## src/rtl/stn16_pkg.sv

```systemverilog
// Shared constants for the colour STN subpixel packer.
// Assumes one bit per colour component (no grey shading).
package stn16_pkg;
    localparam int COLOR_COMP = 3;
endpackage

```

## src/rtl/stn16_subpix_accum.sv

```systemverilog
// Subpixel accumulator: appends IN_W subpixels per accepted clock, MSB first,
// and offers a BUS_W word once BUS_W or more are held; after display it offers
// the leftover as a zero-padded word. Assumes BUS_W >= IN_W, so at most one
// word per clock, and that hold blocks a flush right after a previous load.
module stn16_subpix_accum #(
    parameter int BUS_W = 16,
    parameter int IN_W  = 6,
    parameter int CNT_W = 5
) (
    input  logic             clk,
    input  logic             rst_n,
    input  logic             take,
    input  logic             disp_en,
    input  logic             line_clr,
    input  logic             hold,
    input  logic [IN_W-1:0]  sub_in,
    output logic             word_load,
    output logic [BUS_W-1:0] word,
    output logic [CNT_W-1:0] fill_cnt
);
    localparam int BUF_W = BUS_W - 1 + IN_W;
    localparam logic [CNT_W-1:0] BUS_C = CNT_W'(BUS_W);
    localparam logic [CNT_W-1:0] IN_C  = CNT_W'(IN_W);

    logic [BUF_W-1:0] buf_q;
    logic [BUF_W-1:0] buf_add;
    logic [CNT_W-1:0] fill_q;
    logic [CNT_W-1:0] fill_add;
    logic [CNT_W-1:0] rem;
    logic             emit_full;
    logic             flush;

    // Work out the appended buffer, the word-ready decisions and the word to present.
    always_comb begin
        buf_add   = {buf_q[BUF_W-IN_W-1:0], sub_in};
        fill_add  = fill_q + IN_C;
        rem       = fill_add - BUS_C;
        emit_full = take && !line_clr && (fill_add >= BUS_C);
        flush     = !line_clr && !disp_en && (fill_q != '0) && !hold;
        word      = '0;
        if (emit_full) begin
            word = BUS_W'(buf_add >> rem);
        end else if (flush) begin
            word = BUS_W'(buf_q << (BUS_C - fill_q));
        end
    end

    // Hold the pending subpixels and their count.
    always_ff @(posedge clk) begin
        if (!rst_n) begin
            buf_q  <= '0;
            fill_q <= '0;
        end else if (line_clr) begin
            fill_q <= '0;
        end else if (take) begin
            buf_q  <= buf_add;
            fill_q <= emit_full ? rem : fill_add;
        end else if (flush) begin
            fill_q <= '0;
        end
    end

    assign word_load = emit_full || flush;
    assign fill_cnt  = fill_q;
endmodule

```

## src/rtl/stn16_shift_gen.sv

```systemverilog
// Output stage: registers each offered word onto the panel bus and raises the
// shift clock for one period on the following edge, so the data is settled
// at the rising edge. Clears the bus outside display once no word is in flight.
module stn16_shift_gen #(
    parameter int BUS_W = 16
) (
    input  logic             clk,
    input  logic             rst_n,
    input  logic             word_load,
    input  logic [BUS_W-1:0] word,
    input  logic             disp_en,
    output logic             busy,
    output logic [BUS_W-1:0] fp_data,
    output logic             fp_shift
);
    logic load_q;

    // Pipeline the load into a delayed shift pulse and drive the bus.
    always_ff @(posedge clk) begin
        if (!rst_n) begin
            load_q   <= 1'b0;
            fp_shift <= 1'b0;
            fp_data  <= '0;
        end else begin
            load_q   <= word_load;
            fp_shift <= load_q;
            if (word_load) begin
                fp_data <= word;
            end else if (!disp_en && !load_q) begin
                fp_data <= '0;
            end
        end
    end

    assign busy = load_q;
endmodule

```

## src/rtl/stn16_ac_mod.sv

```systemverilog
// AC modulation: toggles its output once on each rising edge of the frame
// pulse. Assumes the frame pulse is synchronous to clk.
module stn16_ac_mod (
    input  logic clk,
    input  logic rst_n,
    input  logic frame_pulse,
    output logic fp_mod
);
    logic frame_q;

    // Detect the frame pulse rising edge and flip the modulation level.
    always_ff @(posedge clk) begin
        if (!rst_n) begin
            frame_q <= 1'b0;
            fp_mod  <= 1'b0;
        end else begin
            frame_q <= frame_pulse;
            if (frame_pulse && !frame_q) begin
                fp_mod <= !fp_mod;
            end
        end
    end
endmodule

```

## src/rtl/stn16_packer.sv

```systemverilog
// Top of the colour STN 16-bit subpixel packer. Takes PIX_PER_BEAT pixels per
// clock during display and produces the panel bus, shift clock and AC
// modulation. Assumes the line pulse arrives at least three clocks after the
// display period ends, so a leftover word is flushed first.
module stn16_packer
    import stn16_pkg::*;
#(
    parameter int BUS_W        = 16,
    parameter int PIX_PER_BEAT = 2
) (
    input  logic                               clk,
    input  logic                               rst_n,
    input  logic                               pix_valid,
    input  logic [PIX_PER_BEAT*COLOR_COMP-1:0] pix_pair,
    input  logic                               disp_en,
    input  logic                               line_pulse,
    input  logic                               frame_pulse,
    output logic [BUS_W-1:0]                   fp_data,
    output logic                               fp_shift,
    output logic                               fp_mod
);
    localparam int IN_W  = PIX_PER_BEAT * COLOR_COMP;
    localparam int BUF_W = BUS_W - 1 + IN_W;
    localparam int CNT_W = $clog2(BUF_W + 1);

    logic             take;
    logic             word_load;
    logic             hold;
    logic [BUS_W-1:0] word_bus;
    logic [CNT_W-1:0] fill_cnt;

    assign take = pix_valid && disp_en;

    stn16_subpix_accum #(.BUS_W(BUS_W), .IN_W(IN_W), .CNT_W(CNT_W)) u_accum (
        .clk       (clk),
        .rst_n     (rst_n),
        .take      (take),
        .disp_en   (disp_en),
        .line_clr  (line_pulse),
        .hold      (hold),
        .sub_in    (pix_pair),
        .word_load (word_load),
        .word      (word_bus),
        .fill_cnt  (fill_cnt)
    );

    stn16_shift_gen #(.BUS_W(BUS_W)) u_shift (
        .clk       (clk),
        .rst_n     (rst_n),
        .word_load (word_load),
        .word      (word_bus),
        .disp_en   (disp_en),
        .busy      (hold),
        .fp_data   (fp_data),
        .fp_shift  (fp_shift)
    );

    stn16_ac_mod u_mod (
        .clk         (clk),
        .rst_n       (rst_n),
        .frame_pulse (frame_pulse),
        .fp_mod      (fp_mod)
    );
endmodule

```

## config.mk

```make
export PLATFORM = sky130hd
export DESIGN_NAME = stn16_packer
export DESIGN_NICKNAME = d
export VERILOG_FILES = /design/src/rtl/stn16_pkg.sv /design/src/rtl/stn16_subpix_accum.sv /design/src/rtl/stn16_shift_gen.sv /design/src/rtl/stn16_ac_mod.sv /design/src/rtl/stn16_packer.sv
export SDC_FILE = /design/constraint.sdc
export NUM_CORES = 1
export LEC_CHECK = 0
export CAP_MARGIN = 10
export CORE_UTILIZATION = 45
export CTS_CLUSTER_DIAMETER = 200
export CTS_CLUSTER_SIZE = 8
export DETAILED_ROUTE_END_ITERATION = 10
export GPL_TIMING_DRIVEN = 1
export PLACE_DENSITY = 0.8
export SLEW_MARGIN = 15
export SYNTH_ARGS = -nofsm -noshare
export SYNTH_HDL_FRONTEND = slang
export SYNTH_SLANG_ARGS = --single-unit
```

## constraint.sdc

```tcl
create_clock -name clk -period 2.3 [get_ports clk]
set_input_delay 0.345 -clock clk [delete_from_list [all_inputs] [get_ports clk]]
set_output_delay 0.345 -clock clk [all_outputs]
set_load 0.1 [all_outputs]
```

## Word level (Yosys, flattened, before mapping)

Index checks and enable logic that the tools add are counted.

- Register bits: 46
- Input bits: 12
- Output and inout port bits: 18

- $add $sub $neg: 3
- $lt $le $gt $ge: 1
- Shift-type cells: 2
- Mux-type cells: 7
- Bitwise logic cells: 2
- Reduce and logical (&&, ||, !) cells: 19

Operators with widths:

| kind | number |
|---|---|
| two-way mux 16 bit | 4 |
| left shift 21 x 5 -> 16 bit | 1 |
| >> shifter 21 x 5 -> 16 bit | 1 |
| two-way mux 5 bit | 3 |
| logical AND 1 bit | 8 |
| adder 5 x 3 -> 5 bit (second input constant) | 1 |
| >= comparator 5 bit (second input constant) | 1 |
| zero test 1 bit | 5 |
| nonzero test 5 bit | 1 |
| subtractor 5 bit (first input constant) | 1 |
| subtractor 5 bit (second input constant) | 1 |
| nonzero test 2 bit | 2 |
| inverter 1 bit | 2 |
| AND reduction 2 bit | 1 |
| OR reduction 2 bit | 1 |
| logical OR 1 bit | 1 |

## Logic depth before layout (Yosys ltp)

- Depth after elaboration: 7
- Mapped depth: 12
- Depth with buffers taken out: 7

## Modules after synthesis

A second synthesis with hierarchy kept.

- Cells, all modules: 302
- Area total of the unflattened synthesis: 2533.7 um2

By module, submodules not included:

| module | instances | cells an instance | area an instance (um2) | seq. area each (um2) |
|---|---|---|---|---|
| stn16_subpix_accum | 1 | 219 | 1734.2 | 400.4 |
| stn16_shift_gen | 1 | 75 | 719.4 | 360.3 |
| stn16_ac_mod | 1 | 7 | 73.8 | 40.0 |
| stn16_packer | 1 | 1 | 6.3 | 0.0 |

## Worst setup path before layout

OpenSTA, ideal clock, no wires.

- Path kind: register -> register
- Start point: reg u_accum.fill_q[1], in the netlist u_accum.fill_cnt[1]
- End point: reg u_shift.fp_data[4]
- Setup time: 0.123 ns
- Data arrival time: 2.363 ns
- Required time: 2.177 ns
- Setup slack: -0.186 ns
- Stages on the path, launching flop included: 11
- Buffers on the path: 4
- Clock period less this slack: 2.486 ns
- Cell sequence: dfxtp_1 buf_6 buf_4 inv_2 buf_2 ha_1 buf_6 mux2_1 mux4_2 a221oi_1 nor2_1

- Word-level cells in the longest chain between the ends: 6
- Elaborated cells on any way between the ends: 15
- Classes of those cells: 3 x add/sub; 1 x order compare; 2 x shift; 3 x mux; 6 x reduce/logical

Ends and longest elaborated chain:

| item | RTL line | text |
|---|---|---|
| start, declared | stn16_subpix_accum.sv:27 | `logic [CNT_W-1:0] fill_q;` |
| start signal, assigned | stn16_subpix_accum.sv:57 | `fill_q <= emit_full ? rem : fill_add;` |
| parallel branches: the longest is 6 deep, another holds adder 5 x 3 -> 5 bit | - |  |
| end signal, assigned | stn16_shift_gen.sv:28 | `fp_data <= word;` |
| end, declared | stn16_shift_gen.sv:13 | `output logic [BUS_W-1:0] fp_data,` |

Several ways; the timed one is not identified.
A chain may end at the register's enable or synchronous reset.

## Worst setup path after layout

Same ends and word-level chain as after synthesis.

==> metrics.md <==
| Metric | Value |
|---|---|
| Crit. Startpoint | u_accum.fill_cnt[1]$_SDFFE_PP0P_ |
| Vias in the first global route | 2011 |
| Top-area cell type share of the netlist area | 33.4% |
| Leading area contributor after synthesis | dfxtp_1 |
| Startpoint types | flop |
| Post-DP HPWL | between 4 and 5 mm |
| Worst Skew | 0.00385 ns |
| First-pass GRT wire length | 9.64 mm |
| Most common cell after layout, fill and taps aside | nand2_1 |
| Initial DRT Pass Iterations | 5 |
| Slowest stage delay, CP | 0.47 ns |
| Layout cells sized above 1 | 22.4% |
| Worst EP arrival | 2.38 ns |
| Worst Tran Pin Value | 0.703 ns |
| Number of synthesized flops with an enable pin | 0 |
| Final min period | 2.20 ns |
| Post-synth ARST share | 0% |
| CP Capture Point | u_shift.fp_data[4]$_SDFFE_PN0P_ |
| Final setup fails | 0 |
| Initial antenna violation count | 0 |
| Reg2reg path depth | 6 |
| Num rows | 26 |
| Root Buffer | clkbuf_8 |
| Worst r2r src | u_accum.fill_cnt[1]$_SDFFE_PP0P_ |
| Antenna Cells | 0 |
| Flop2flop setup slack | about 0.1 ns |
| Die Wd | 75.0 µm |
| Starting density of the core | a little under half |
| Most frequent cells in the layout | 53 x nand2_1, 40 x dfxtp_1, 34 x a21oi_1, 30 x buf_4, 27 x nor2_1 |
| GRT Total Usage | ~22% |
| Clk slew on worst S/H paths | 0.08 ns |
| Slowest CP cell | mux4_2 |
| Antenna Nets Post-Route | 0 |
| Via Count | 2211 |
| Routability cong. | 0.862 |
| Crit end category | flop |
| Longest Clk Path Bufs | 2 |
| CTS tree | built |
| DRC violations left | 0 |
| Mapped Cells | 285 |
| YS warnings | 0 |
| Fmax | roughly 0.45 GHz |
| Nets | 326 |
| I/O Buffers | 29 |
| Max cap viols | 0 |
| Worst hold path class | flop to flop |
| Max Slew Vio Count | 0 |
| Placed Cells | 375 |
| RSZ-0062 raised after global routing | yes |
| Area Growth Syn to Fin | 19.7% |
| Syn Std Cell Area | 2400 µm² |
| Io pins | 30 |
| Leak pwr | 0.994 nW |
| Final cell count without fillers | ~380 |
| Power per standard cell area | 561 nW/µm² |
| WL/cell | 14.8 µm |
| Post-CTS setup buffer count | 0 |
| Total core area | between 5000 and 6000 µm² |
| Via-to-Cell Ratio | 5.77 |
| Clk Latency, worst-skew pair | slightly below 0.3 ns |
| Die Ht | ~75 µm |
| Syn_nets | 299 |
| Largest net degree at the start of global routing | 32 |
| Total Die Area | 5620 µm² |
| CTS sink cnt | 40 |
| Worst VDD drop | 254 µV |
| Path type of the worst setup path | flop to flop |
| Mapped Avg Cell Area | 8.41 µm² |
| Worst r2r dst | u_shift.fp_data[4]$_SDFFE_PN0P_ |
| Yosys cell types | 52 |
| Final WL | roughly 5.7 mm |
| 1st-iter DRT viols | 163 |
| Sequential share of the synthesized area | between 30% and 40% |
| Crit path cell chain | inv_2, ha_4, mux2_1, mux4_2, a221oi_2, nor2_1 |
| Post-Place Worst Slack | 0.0196 ns |
| Crit Path Max Fanout | 19 |
| Final hold vios | 0 |
| Dominant cells by area after synthesis | dfxtp_1 33%, mux4_2 8.5%, nand2_1 8.3% |
| Total CTS buffers | 5 |
| Fin crit share | between 90 and 100% |
| Grt ovf | 0 |
| Worst slew margin | 53.1% |
| CP required | 2.48 ns |
| Yosys reg bits | 40 |
| Status | complete, no violations |
| Worst setup margin | roughly 0.1 ns |
| Max H-tree Level | 2 |
| Top_reg_cell synth | dfxtp_1 |
stage by stage:
| stage | hold WS (ns) | instance area [µm²] | power [W] | utilization (%) | setup TNS [ns] |
|---|---|---|---|---|---|
| floorplan | 0.437 | 2440 | 0.000975 | - | 0 |
| global placement | 0.457 | 2750 | 0.00105 | 53.9 | 0 |
| detailed placement | 0.467 | 2750 | 0.00105 | 53.9 | 0 |
| CTS | 0.480 | 2860 | 0.00162 | 56.1 | 0 |
| global route | 0.508 | 2870 | 0.00168 | 56.2 | -0.0286 |
| finish | 0.477 | 2870 | 0.00161 | 56.2 | 0 |
area by class of cell:
type / instances / area (µm²)
Clock inverter: 3 / 42.5
Timing Repair Buffer: 42 / 355
Tap cell: 70 / 87.6
Inverter: 4 / 15.0
Fill cell: 481 / 2240
Clock buffer: 5 / 68.8
Multi-Input combinational cell: 219 / 1500
Sequential cell: 40 / 801
kinds of logic (layout without fill, tap and decap cells):
family / count (synthesis) / after routing / share of synthesized area [%]
buf+inv: 26 / 54 / 5.48
xor+xnor: 3 / 3 / 1.41
simple gates: 109 / 109 / 21.0
mux: 28 / 28 / 17.5
flops: 40 / 40 / 33.4
fa+ha+maj: 2 / 2 / 1.04
compound gates: 77 / 77 / 20.1
synth_stat cells (3+ instances only):
cell	number
a21oi_1	35
a222oi_1	4
a311oi_1	5
buf_2	8
mux2i_1	9
nor2_1	27
clkbuf_1	9
a211oi_1	3
nand2_1	53
inv_1	3
o21ai_1	6
nand3_1	6
mux4_2	9
and2_1	3
a31oi_1	4
o21ai_0	9
dfxtp_1	40
mux2_2	6
metal layers:
layer  GRT usage [%]  vias up  part of all wire (%)
met5               0        -                     0
met4            7.55        0                  0.97
met3            4.42        7                   4.9
met2            32.9       74                    44
met1            32.9     1039                    51
li1                -     1091                     -
worst min path at each step:
stage | from | end | slack [ns] | cells past startpoint
after floorplan | u_accum.buf_q[15]$_SDFFE_PN0P_ | u_accum.buf_q[15]$_SDFFE_PN0P_ | 0.44 | 2
after global placement | u_accum.buf_q[15]$_SDFFE_PN0P_ | u_accum.buf_q[15]$_SDFFE_PN0P_ | 0.46 | 2
after detailed placement | u_accum.buf_q[15]$_SDFFE_PN0P_ | u_accum.buf_q[15]$_SDFFE_PN0P_ | 0.47 | 2
after CTS | u_accum.buf_q[15]$_SDFFE_PN0P_ | u_accum.buf_q[15]$_SDFFE_PN0P_ | 0.48 | 2
after global routing | u_accum.buf_q[15]$_SDFFE_PN0P_ | u_accum.buf_q[15]$_SDFFE_PN0P_ | 0.51 | 2
final | u_accum.buf_q[15]$_SDFFE_PN0P_ | u_accum.buf_q[15]$_SDFFE_PN0P_ | 0.48 | 2
worst max-delay path: cells and delay by family, from the launching register on:
family | cells | cell delay, ns
AOI/OAI and AO/OA | 1 | 0.29
adders and majority gates | 1 | 0.42
buffers and inverters | 1 | 0.07
DFF | 1 | 0.40
muxes | 2 | 0.82
and+or+nand+nor | 1 | 0.07
sequential cells by signal, summed over array words and instances (netlist names):
name              count
u_mod.frame_q         1
u_shift.busy          1
u_accum.fill_cnt      4
u_accum.buf_q        16
u_mod.fp_mod          1
u_shift.fp_data      16
u_shift.fp_shift      1
where the power goes:
part / internal, W / switching [W] / total (W) / leakage [nW]
combinational: 0.000107 / 0.000206 / 0.000313 / 0.615
clock: 0.000321 / 0.000249 / 0.000570 / 0.0541
sequential: 0.000711 / 0.0000160 / 0.000727 / 0.325
total: 0.00114 / 0.000471 / 0.00161 / 0.994
what timing repair did:
action                     in CTS  in global routing
hold buffers                    0                  0
gates resized for setup         0                  2
setup endpoints to repair       0                  7
No activity file was read; power rests on OpenSTA's default activity.
